`src/rtl/rslice_pkg.sv`:
```
package rslice_pkg;

    localparam int SLICE_W = 8;

    typedef enum logic {
        SM_ARITH = 1'b0,
        SM_COUNT = 1'b1
    } submode_e;

endpackage

```
`src/rtl/rslice_bit.sv`:
```
module rslice_bit (
    input  logic x_i,
    input  logic y_i,
    input  logic cin_i,
    output logic sum_o,
    output logic cout_o
);
    logic prop;
    logic gen;

    always_comb begin
        prop   = x_i ^ y_i;
        gen    = x_i & y_i;
        cout_o = prop ? cin_i : gen;
        sum_o  = prop ^ cin_i;
    end
endmodule

```
`src/rtl/rslice_opsel.sv`:
```
module rslice_opsel
    import rslice_pkg::*;
#(
    parameter int WIDTH = SLICE_W
) (
    input  submode_e           mode_i,
    input  logic               ctl_i,
    input  logic [WIDTH-1:0]   a_i,
    input  logic [WIDTH-1:0]   b_i,
    input  logic [WIDTH-1:0]   cnt_i,
    output logic [WIDTH-1:0]   x_o,
    output logic [WIDTH-1:0]   y_o
);
    localparam logic [WIDTH-1:0] STEP_UP   = WIDTH'(1);
    localparam logic [WIDTH-1:0] STEP_DOWN = {WIDTH{1'b1}};

    always_comb begin
        unique case (mode_i)
            SM_ARITH: begin
                x_o = a_i;
                y_o = ctl_i ? b_i : ~b_i;
            end
            SM_COUNT: begin
                x_o = cnt_i;
                y_o = ctl_i ? STEP_UP : STEP_DOWN;
            end
            default: begin
                x_o = a_i;
                y_o = b_i;
            end
        endcase
    end
endmodule

```
`src/rtl/rslice_store.sv`:
```
module rslice_store #(
    parameter int WIDTH = 8
) (
    input  logic             clk,
    input  logic             rst,
    input  logic             load_i,
    input  logic [WIDTH-1:0] load_val_i,
    input  logic [WIDTH-1:0] next_i,
    output logic [WIDTH-1:0] q_o
);
    always_ff @(posedge clk) begin
        if (rst)
            q_o <= '0;
        else if (load_i)
            q_o <= load_val_i;
        else
            q_o <= next_i;
    end
endmodule

```
`src/rtl/ripple_slice.sv`:
```
module ripple_slice
    import rslice_pkg::*;
#(
    parameter int WIDTH = SLICE_W
) (
    input  logic             clk,
    input  logic             rst,
    input  logic [WIDTH-1:0] a_bus,
    input  logic [WIDTH-1:0] b_bus,
    input  logic             carry_in,
    input  logic             dir_ctl,
    input  logic             sub_mode,
    input  logic             load_en,
    input  logic [WIDTH-1:0] load_data,
    output logic [WIDTH-1:0] f_comb,
    output logic [WIDTH-1:0] q_reg,
    output logic             carry_out
);
    submode_e         mode;
    logic [WIDTH-1:0] x_op;
    logic [WIDTH-1:0] y_op;
    logic [WIDTH:0]   chain;

    assign mode     = submode_e'(sub_mode);
    assign chain[0] = carry_in;

    rslice_opsel #(.WIDTH(WIDTH)) u_opsel (
        .mode_i (mode),
        .ctl_i  (dir_ctl),
        .a_i    (a_bus),
        .b_i    (b_bus),
        .cnt_i  (q_reg),
        .x_o    (x_op),
        .y_o    (y_op)
    );

    for (genvar i = 0; i < WIDTH; i++) begin : g_cell
        rslice_bit u_bit (
            .x_i    (x_op[i]),
            .y_i    (y_op[i]),
            .cin_i  (chain[i]),
            .sum_o  (f_comb[i]),
            .cout_o (chain[i+1])
        );
    end

    assign carry_out = chain[WIDTH];

    rslice_store #(.WIDTH(WIDTH)) u_store (
        .clk        (clk),
        .rst        (rst),
        .load_i     (load_en),
        .load_val_i (load_data),
        .next_i     (f_comb),
        .q_o        (q_reg)
    );
endmodule

```
`config.mk`:
```
export PLATFORM = sky130hd
export DESIGN_NAME = ripple_slice
export DESIGN_NICKNAME = d
export VERILOG_FILES = /design/src/rtl/rslice_pkg.sv /design/src/rtl/rslice_bit.sv /design/src/rtl/rslice_opsel.sv /design/src/rtl/rslice_store.sv /design/src/rtl/ripple_slice.sv
export SDC_FILE = /design/constraint.sdc
export NUM_CORES = 1
export LEC_CHECK = 0
export BUFFER_PORTS_ARGS = -buffer_cell sky130_fd_sc_hd__buf_2
export CELL_PAD_IN_SITES_DETAIL_PLACEMENT = 1
export CELL_PAD_IN_SITES_GLOBAL_PLACEMENT = 2
export CORE_MARGIN = 5
export CORE_UTILIZATION = 23
export DETAILED_ROUTE_END_ITERATION = 8
export PLACE_DENSITY = 0.88
export SYNTH_ARGS = -nofsm -noshare
export SYNTH_HDL_FRONTEND = slang
export SYNTH_HIERARCHICAL = 1
export SYNTH_SLANG_ARGS = --single-unit
```
`constraint.sdc`:
```
create_clock -name clk -period 8.6 [get_ports clk]
set_clock_uncertainty 0.05 [all_clocks]
set_input_delay 2.15 -clock clk [delete_from_list [all_inputs] [get_ports clk]]
set_output_delay 2.15 -clock clk [all_outputs]
set_load 0.1 [all_outputs]
```
==> flow_summary_export.csv, run 1 <==
group,metric,value,unit
run_status,status,"finished, final reports clean",
logic_synthesis,synthCells,60,
min_path,min_to,"u_store/q_o[3]",
setup_path,crit_path_end_kind,"output port",
floorplan,die_w,65.7,um
pwr,cellLeakagePower,0.537,nW
pwr,power_frac_seq,0.135,
logic_synthesis,netlist_area,714,um2
timing,setup_viol,0,
logic_synthesis,synth_area_per_cell,11.9,um2
layout,regMostFlops,"u_store/q_o",
setup_path,r2r_cells,11,
grt,antenna_found_initial,0,
grt,grt_start_max_net_pins,13,
timing,tightest_slew,0.492,ns
timing,relSlewSlack,0.674,
timing,finalSetupTns,0,ns
floorplan,io-pin-count,47,
timing,hold_viol_final,0,
grt,grt_use_met3,0.0376,
grt,met2_usage,0.179,
setup_path,startpoint_type,"primary input",
layout,largest_register_ffs,8,
detailed_routing,dr.pass1.iters,3,
detailed_routing,vias,595,
floorplan,coreArea,0.00303,mm2
floorplan,die_y,65.7,um
pwr,p_clk_frac,0.088,
min_path,hp-class,"reg2reg",
cts,htreeDepth,1,
pwr,comb_power_share,0.776,
cts,post_cts_resized,0,
setup_path,crit_required,6.40,ns
setup_path,r2r-start,"u_store/q_o[0]",
layout,final_nets,148,
cts,hold_buffers,0,
pwr,power_density,328,mW/mm2
detailed_routing,wl,2.19,mm
cts,clkLatencyLatePin,0.26,ns
grt,gr-total-overflow,0,
min_path,whs_path_depth,4,
cts,clk_pin_slew,0.06,ns
layout,final_cell_count_no_fill,152,
logic_synthesis,yosysWarnings,6,
setup_path,path_max_fanout,2,
cts,cts_root_buf,"clkbuf_4",
layout,nFillCells,370,
layout,n_antenna_cell,0,
cts,cts_inserted_buffers,3,
grt,grt_pass1_wl,3.42,mm
layout,reg_top3,"u_store/q_o (8)",
cts,cts_buffer_depth,2,
place,place_area,0.00102,mm2
logic_synthesis,synth_cell_types,13,
layout,fin_area,0.00104,mm2
timing,timing.hold.ws,0.798,ns
pwr,p_total,0.342,mW
pwr,switching_power,0.221,mW
cts,cts.sinks,8,
detailed_routing,drt-initial-drc-count,15,
cts,cts_setup_buffers,0,
grt,track_usage,0.108,
place,dp_cells,149,
min_path,hold_start,"u_store/q_o[3]",
grt,grt_pass1_vias,677,
detailed_routing,route.detailed.drc,0,
layout,area_growth,46.1,%
pwr,ir_worst_vdd,0.000148,V
logic_synthesis,syn_nets,98,
timing,grt_setup_unrepaired,"no",
pwr,p_int,0.121,mW
layout,regArea,160,um2
timing,period_share,0.969,
setup_path,r2r_setup_slack,4.37,ns
cts,cts_tree,"done",
detailed_routing,antenna_left,0,
floorplan,design.die.area,0.00432,mm2
detailed_routing,routedWlPerCell,14.4,um
flow_run,maxCapViolCount,0,
timing,fmax,120,MHz
grt,grt_use_met1,0.135,
logic_synthesis,yosysSeqAreaShare,0.224,
timing,fin_crit,8.33,ns
logic_synthesis,ys_ff_latch,8,
place,gp_congestion,0.712,
setup_path,regToRegEndpoint,"u_store/q_o[7]",
grt,grt_most_used_layer,"met2",
pwr,sw_frac_of_total,0.646,
floorplan,initial_core_util,0.236,
place,dpl.hpwl,1.92,mm
place,io_buffers,46,
setup_path,critPathKind,"in2out",
floorplan,row_count,20,
timing,maxSlewViolCount,0,
detailed_routing,viasPerCell,3.91,
layout,drive_above_1_share,0.574,
setup_path,arrival,6.13,ns
layout,multi_input_area,523,um2
-- kinds of logic after synthesis --
group / share of synthesized area
muxes: 0.280
and+or+nand+nor: 0.126
xor gates and xnor gates: 0.0981
adders and majority gates: 0.224
DFF: 0.224
buffers and inverters: 0.0473
-- worst max path at each step --
| stage | startpoint | end | slack [ns] |
|---|---|---|---|
| 2_1_floorplan | sub_mode | f_comb[7] | 0.20 |
| 3_3_place_gp | sub_mode | f_comb[7] | 0.32 |
| 3_5_place_dp | sub_mode | f_comb[7] | 0.25 |
| 4_1_cts | sub_mode | f_comb[7] | 0.26 |
| 5_1_grt | sub_mode | f_comb[7] | 0.16 |
| 6_report | sub_mode | f_comb[7] | 0.27 |
-- synthesized netlist by cell type (all sizes together) --
master / n / area, um2
and2b: 6 / 45.0
buf: 4 / 33.8
dfxtp: 8 / 160
fa: 8 / 160
mux2: 8 / 120
mux2i: 8 / 80.1
nand2b: 1 / 6.26
nor2: 8 / 30.0
nor2b: 1 / 8.76
xnor2: 7 / 61.3
xor2: 1 / 8.76
-- cells in the final DEF (no fill, tap or decap) --
master and n:
dfxtp_1 8, clkbuf_4 3, and2b_1 6, fa_1 7, mux2_4 8, fa_2 1, nor2b_2 1, mux2i_1 8
xor2_1 1, nor2_1 8, xnor2_1 7, buf_2 44, nand2b_1 1, buf_12 2, buf_4 3
-- worst max-delay path, cell delays in order --
cell	delay, ns
buf_2	0.12
mux2_4	0.31
fa_1	0.43
fa_1	0.39
fa_1	0.39
fa_1	0.40
fa_1	0.40
fa_1	0.39
fa_1	0.39
fa_2	0.58
buf_12	0.18
-- through the flow --
step / util / setup WS, ns
floorplan: - / 0.199
global placement: 0.337 / 0.324
detailed placement: 0.337 / 0.254
CTS: 0.345 / 0.258
global route: 0.345 / 0.160
finish: 0.345 / 0.268
-- area by class of cell --
cell class,count,share of cell area
Sequential cell,8,0.153
Clock buffer,3,0.0216
Multi-Input combinational cell,48,0.501
Tap cell,44,0.0528
Timing Repair Buffer,49,0.271
-- power by group through the flow --
stage | registers (mW) | logic, mW | clock network (mW)
floorplan | 0.0894 | 0.183 | 0
detailed placement | 0.0472 | 0.268 | 0
global route | 0.0471 | 0.276 | 0.0338
finish | 0.0464 | 0.266 | 0.0302
CTS | 0.0465 | 0.268 | 0.0319
global placement | 0.0466 | 0.265 | 0
-- routing by layer --
layer	vias to the layer above	routed length, um	part of all wire
met1	280	931	0.42
met4	0	0	0
met5	-	0	0
met3	0	193	0.088
li1	290	-	-
met2	25	1070	0.49
Note: power is estimated with default switching activity, not from simulation.
==> run 2, diff against run 1 <==
Settings changed: CORE_UTILIZATION 23 to 22, SYNTH_HIERARCHICAL 1 to unset.
==> flow_summary_export.csv, run 2 <==
group,metric,value,unit
cts,hold_buffers,0,
setup_path,crit_required,6.40,ns
setup_path,regToRegEndpoint,"u_store.q_o[7]",
layout,final_cell_count_no_fill,169,
min_path,hp-class,"reg2reg",
logic_synthesis,synth_area_leaders,"dfxtp_1, fa_1, mux2i_1",
floorplan,initial_core_util,0.228,
cts,cts_setup_buffers,0,
layout,layout_common_cells,"buf_2, inv_1",
layout,drive_above_1_share,0.463,
floorplan,die_y,69.0,um
logic_synthesis,synth_cell_types,16,
setup_path,path_max_fanout,2,
logic_synthesis,ys_ff_latch,8,
setup_path,worst_path_largest_cell_delay,0.42,ns
grt,grt_pass1_wl,3.64,mm
timing,relSlewSlack,0.675,
grt,track_usage,0.107,
floorplan,die_w,69.0,um
logic_synthesis,synth_ff_type,"dfxtp_1",
layout,nFillCells,439,
place,io_buffers,46,
logic_synthesis,yosysWarnings,0,
cts,cts_buffer_depth,2,
place,dp_cells,166,
logic_synthesis,synth_xor_area_frac,0.0915,
logic_synthesis,synthSimpleGateAreaFrac,0.158,
logic_synthesis,synthArstFlopShare,0,
logic_synthesis,yosysTopAreaCellShare,0.209,
logic_synthesis,synth_area_per_cell,9.12,um2
cts,clkLatencyLatePin,0.26,ns
timing,tightest_slew,0.491,ns
timing,hold_viol_final,0,
cts,cts_inserted_buffers,3,
layout,reg_top3,"u_store.q_o (8)",
detailed_routing,route.detailed.drc,0,
timing,finalSetupTns,0,ns
layout,n_antenna_cell,0,
setup_path,crit_chain,"buf_2 -> xnor2_1 -> nor2_1 -> fa_1 -> fa_1 -> fa_1 -> fa_1 -> fa_1 -> fa_1 -> fa_1 -> inv_1 -> fa_1 -> buf_2",
floorplan,io-pin-count,47,
logic_synthesis,synth_top_area_cell,"dfxtp_1",
logic_synthesis,synth_edf_count,0,
setup_path,critPathKind,"in2out",
grt,grt_pass1_vias,784,
setup_path,r2r_setup_slack,4.55,ns
flow_run,maxCapViolCount,0,
setup_path,crit_path_frequent_cell,"fa_1",
setup_path,crit_start,"dir_ctl",
setup_path,r2r-start,"u_store.q_o[0]",
logic_synthesis,yosysSeqAreaShare,0.209,
layout,regMostFlops,"u_store.q_o",
timing,maxSlewViolCount,0,
layout,final_nets,163,
logic_synthesis,synth_common_cells,"buf_4, inv_1",
detailed_routing,routedWlPerCell,13.4,um
setup_path,crit_slowest_cell,"fa_1",
pwr,cellLeakagePower,0.514,nW
timing,grt_setup_unrepaired,"no",
cts,post_cts_resized,0,
layout,area_growth,30.2,%
layout,largest_register_ffs,8,
cts,cts_root_buf,"clkbuf_4",
setup_path,crit_end,"f_comb[7]",
detailed_routing,drt-initial-drc-count,8,
pwr,power_density,305,mW/mm2
logic_synthesis,synthCells,84,
setup_path,arrival,6.05,ns
logic_synthesis,synth_fa_ha_area_frac,0.209,
place,dpl.hpwl,1.95,mm
place,gp_congestion,0.692,
setup_path,startpoint_type,"primary input",
grt,grt_start_max_net_pins,16,
timing,period_share,0.959,
layout,final_common_cell,"buf_2",
timing,setup_viol,0,
detailed_routing,dr.pass1.iters,2,
cts,htreeDepth,1,
logic_synthesis,netlist_area,766,um2
setup_path,crit_path_end_kind,"output port",
cts,clk_pin_slew,0.06,ns
floorplan,design.die.area,0.00476,mm2
setup_path,path_depth,13,
setup_path,cp_num_buf_inv,3,
setup_path,r2r_cells,12,
run_status,status,"finished, final reports clean",
floorplan,row_count,21,
pwr,ir_worst_vdd,0.000125,V
floorplan,coreArea,0.00336,mm2
logic_synthesis,synth_top_family_by_area,"adder cells",
detailed_routing,vias,663,
detailed_routing,viasPerCell,3.92,
grt,antenna_found_initial,0,
timing,fin_crit,8.25,ns
logic_synthesis,muxShareOfSynthArea,0.119,
detailed_routing,antenna_left,0,
cts,cts.sinks,8,
detailed_routing,wl,2.27,mm
logic_synthesis,syn_nets,122,
grt,gr-total-overflow,0,
setup_path,crit_family,"adder cells",
cts,cts_tree,"done",
logic_synthesis,synth_compound_area_frac,0.0458,
timing,fmax,121,MHz
[run 2: changes by cell type in the layout (fill, tap and decap cells not counted), moves of 2 or more]
cell and delta:
inv_1 +9, mux2_4 -8, a21oi_1 +7, nand2_1 +7, and2b_1 -6, nor2_1 -6, nand2b_1 +5, or2_2 +5
buf_12 -2, buf_2 +2, or2_1 +2
[run 2: worst min-delay path, delay by kind of cell (launching register included)]
kind | cells | cell delay (ns)
adder cells (fa/ha/maj) | 1 | 0.18
flip-flops | 1 | 0.33
multiplexers | 2 | 0.23
AND/OR/NAND/NOR | 1 | 0.10
[run 2: power breakdown]
part,internal (mW),switching (mW)
logic,0.0422,0.187
clock network,0.0161,0.0147
registers,0.0420,0.00230
[run 2: layer usage]
metal / global-route usage / vias to the layer above / routed length [um]
li1: - / 326 / -
met1: 0.119 / 305 / 825
met2: 0.187 / 28 / 1190
met3: 0.0276 / 4 / 214
met4: 0.0511 / 0 / 37
met5: 0 / - / 0
[run 2: logic make-up (layout without fill, tap and decap cells)]
logic type	count (synthesis)	count (layout)
DFF	8	8
muxes	9	9
buffers and inverters	21	60
adders and majority gates	8	8
xor gates and xnor gates	8	8
AOI/OAI and AO/OA	7	7
and+or+nand+nor	23	23
[run 2: stage by stage]
stage | power, mW | area, um2 | hold WS [ns] | util | worst slack (ns)
3_3_place_gp | 0.274 | 975 | 0.765 | 0.290 | 0.420
3_5_place_dp | 0.277 | 975 | 0.837 | 0.290 | 0.337
6_report | 0.304 | 997 | 0.831 | 0.297 | 0.351
5_1_grt | 0.321 | 997 | 0.921 | 0.297 | 0.176
4_1_cts | 0.309 | 997 | 0.851 | 0.297 | 0.322
2_1_floorplan | 0.261 | 766 | 1.30 | - | 0.394
[run 2: worst min-delay path by stage]
stage | cells past startpoint | startpoint | end
floorplan | 4 | u_store.q_o[0] | u_store.q_o[0]
global placement | 4 | u_store.q_o[7] | u_store.q_o[7]
detailed placement | 4 | u_store.q_o[7] | u_store.q_o[7]
CTS | 4 | u_store.q_o[7] | u_store.q_o[7]
global route | 4 | u_store.q_o[0] | u_store.q_o[0]
finish | 4 | u_store.q_o[7] | u_store.q_o[7]
[run 2: area by class of cell]
type	count	area [um2]	share of cell area
multi-input cells	55	478	0.479
repair buffers	48	245	0.246
flip-flops and latches	8	160	0.161
well taps	46	57.6	0.0577
inverters	9	33.8	0.0339
clock buffers	3	22.5	0.0226
==> run 3, diff against run 2 <==
==> constraint.sdc (replaced) <==
create_clock -name clk -period 8.6 [get_ports clk]
set_clock_uncertainty 0.05 [all_clocks]
set_input_delay 0.86 -clock clk [delete_from_list [all_inputs] [get_ports clk]]
set_output_delay 0.86 -clock clk [all_outputs]
set_load 0.1 [all_outputs]
==> flow_summary_export.csv, run 3 (synthesis gave the netlist of run 2 again) <==
group,metric,value,unit
layout,final_cell_count_no_fill,167,
detailed_routing,vias,676,
layout,layout_common_cells,"buf_2, inv_1",
layout,regMostFlops,"u_store.q_o",
cts,post_cts_resized,0,
grt,track_usage,0.0987,
detailed_routing,wl,2.17,mm
grt,antenna_found_initial,0,
cts,clkLatencyLatePin,0.26,ns
timing,timing.hold.ws,0.782,ns
grt,grt_start_max_net_pins,17,
grt,grt_pass1_vias,703,
setup_path,critPathKind,"in2out",
setup_path,crit_slowest_cell,"fa_1",
layout,final_common_cell,"buf_2",
layout,fin_util,0.292,
pwr,power_density,309,mW/mm2
flow_run,maxCapViolCount,0,
grt,gr-total-overflow,0,
timing,grt_setup_unrepaired,"no",
cts,cts_setup_buffers,0,
cts,hold_buffers,0,
min_path,hp-class,"in2reg",
floorplan,row_count,21,
detailed_routing,viasPerCell,4.05,
setup_path,crit_path_end_kind,"output port",
floorplan,die_w,69.0,um
setup_path,arrival,4.87,ns
floorplan,die_y,69.0,um
setup_path,path_max_fanout,16,
timing,setup_viol,0,
cts,cts_buffer_depth,2,
run_status,status,"finished, final reports clean",
place,io_buffers,46,
pwr,p_clk_frac,0.101,
cts,cts.sinks,8,
setup_path,crit_chain,"buf_2 -> mux2i_1 -> fa_1 -> fa_1 -> fa_1 -> fa_1 -> fa_1 -> fa_1 -> fa_1 -> inv_1 -> fa_1 -> buf_2",
timing,hold_viol_final,0,
pwr,sw_frac_of_total,0.672,
timing,fmax,173,MHz
place,gp_congestion,0.698,
timing,tightest_slew,0.498,ns
setup_path,crit_required,7.69,ns
cts,clk_pin_slew,0.07,ns
grt,grt_pass1_wl,3.30,mm
pwr,p_int,0.0996,mW
place,dp_cells,164,
detailed_routing,antenna_left,0,
pwr,cellLeakagePower,0.504,nW
place,dpl.hpwl,1.90,mm
timing,fin_crit,5.78,ns
detailed_routing,routedWlPerCell,13.0,um
floorplan,initial_core_util,0.228,
layout,drive_above_1_share,0.455,
setup_path,crit_family,"adder cells",
detailed_routing,route.detailed.drc,0,
timing,finalSetupTns,0,ns
setup_path,startpoint_type,"primary input",
timing,relSlewSlack,0.670,
setup_path,worst_path_largest_cell_delay,0.42,ns
pwr,comb_power_share,0.751,
layout,n_antenna_cell,0,
layout,nFillCells,444,
pwr,switching_power,0.204,mW
layout,final_nets,161,
pwr,ir_worst_vdd,0.000143,V
floorplan,design.die.area,0.00476,mm2
layout,reg_top3,"u_store.q_o (8)",
pwr,power_frac_seq,0.147,
layout,area_growth,28.3,%
cts,cts_tree,"done",
floorplan,coreArea,0.00336,mm2
timing,maxSlewViolCount,0,
floorplan,io-pin-count,47,
layout,largest_register_ffs,8,
detailed_routing,dr.pass1.iters,3,
layout,multi_input_area,478,um2
layout,regArea,160,um2
timing,period_share,0.672,
cts,cts_inserted_buffers,3,
setup_path,crit_path_frequent_cell,"fa_1",
cts,cts_root_buf,"clkbuf_4",
cts,htreeDepth,1,
detailed_routing,drt-initial-drc-count,5,
setup_path,cp_num_buf_inv,3,
-- run 3: changes by cell type in the layout (fill, tap and decap cells not counted), sizes merged --
cell,before,now
buf,48,46
-- run 3: final cells by class --
cell class	instances	share of cell area
Clock buffer	3	0.0229
Inverter	9	0.0344
Multi-Input combinational cell	55	0.487
Sequential cell	8	0.163
Tap cell	46	0.0586
Timing Repair Buffer	46	0.234
-- run 3: path summary, 6_finish.rpt --
| kind | cells past startpoint | slack (ns) | from | endpoint |
|---|---|---|---|---|
| max reg2reg | 12 | 4.51 | u_store.q_o[0] | u_store.q_o[7] |
| min reg2reg | 4 | 0.87 | u_store.q_o[6] | u_store.q_o[6] |
| min | 3 | 0.78 | load_data[6] | u_store.q_o[6] |
| max | 12 | 2.82 | sub_mode | f_comb[7] |
-- run 3: metrics by stage --
step | power (mW) | instance area, um2 | setup WS (ns)
2_1_floorplan | 0.261 | 766 | 2.96
3_3_place_gp | 0.274 | 960 | 2.88
3_5_place_dp | 0.276 | 960 | 2.79
4_1_cts | 0.308 | 982 | 2.79
5_1_grt | 0.321 | 982 | 2.68
6_report | 0.304 | 982 | 2.82
-- run 3: power groups by stage --
stage,logic [mW],clock network (mW),registers (mW)
4_1_cts,0.231,0.0326,0.0449
5_1_grt,0.239,0.0361,0.0456
3_5_place_dp,0.231,0,0.0456
2_1_floorplan,0.181,0,0.0805
3_3_place_gp,0.229,0,0.0454
6_report,0.228,0.0308,0.0447
-- run 3: routing by layer --
layer,up-vias,part of all wire,GRT usage
met5,-,0,0
met4,0,0.012,0.0584
met3,2,0.071,0.0194
met2,26,0.55,0.185
met1,325,0.37,0.100
li1,323,-,-
-- run 3: worst reg2reg max path, stage by stage (launching register included) --
cell	delay, ns
dfxtp_1	0.34
mux2i_1	0.10
fa_1	0.42
fa_1	0.40
fa_1	0.40
fa_1	0.40
fa_1	0.39
fa_1	0.38
fa_1	0.36
inv_1	0.08
fa_1	0.42
mux2i_1	0.17
nor2_1	0.07
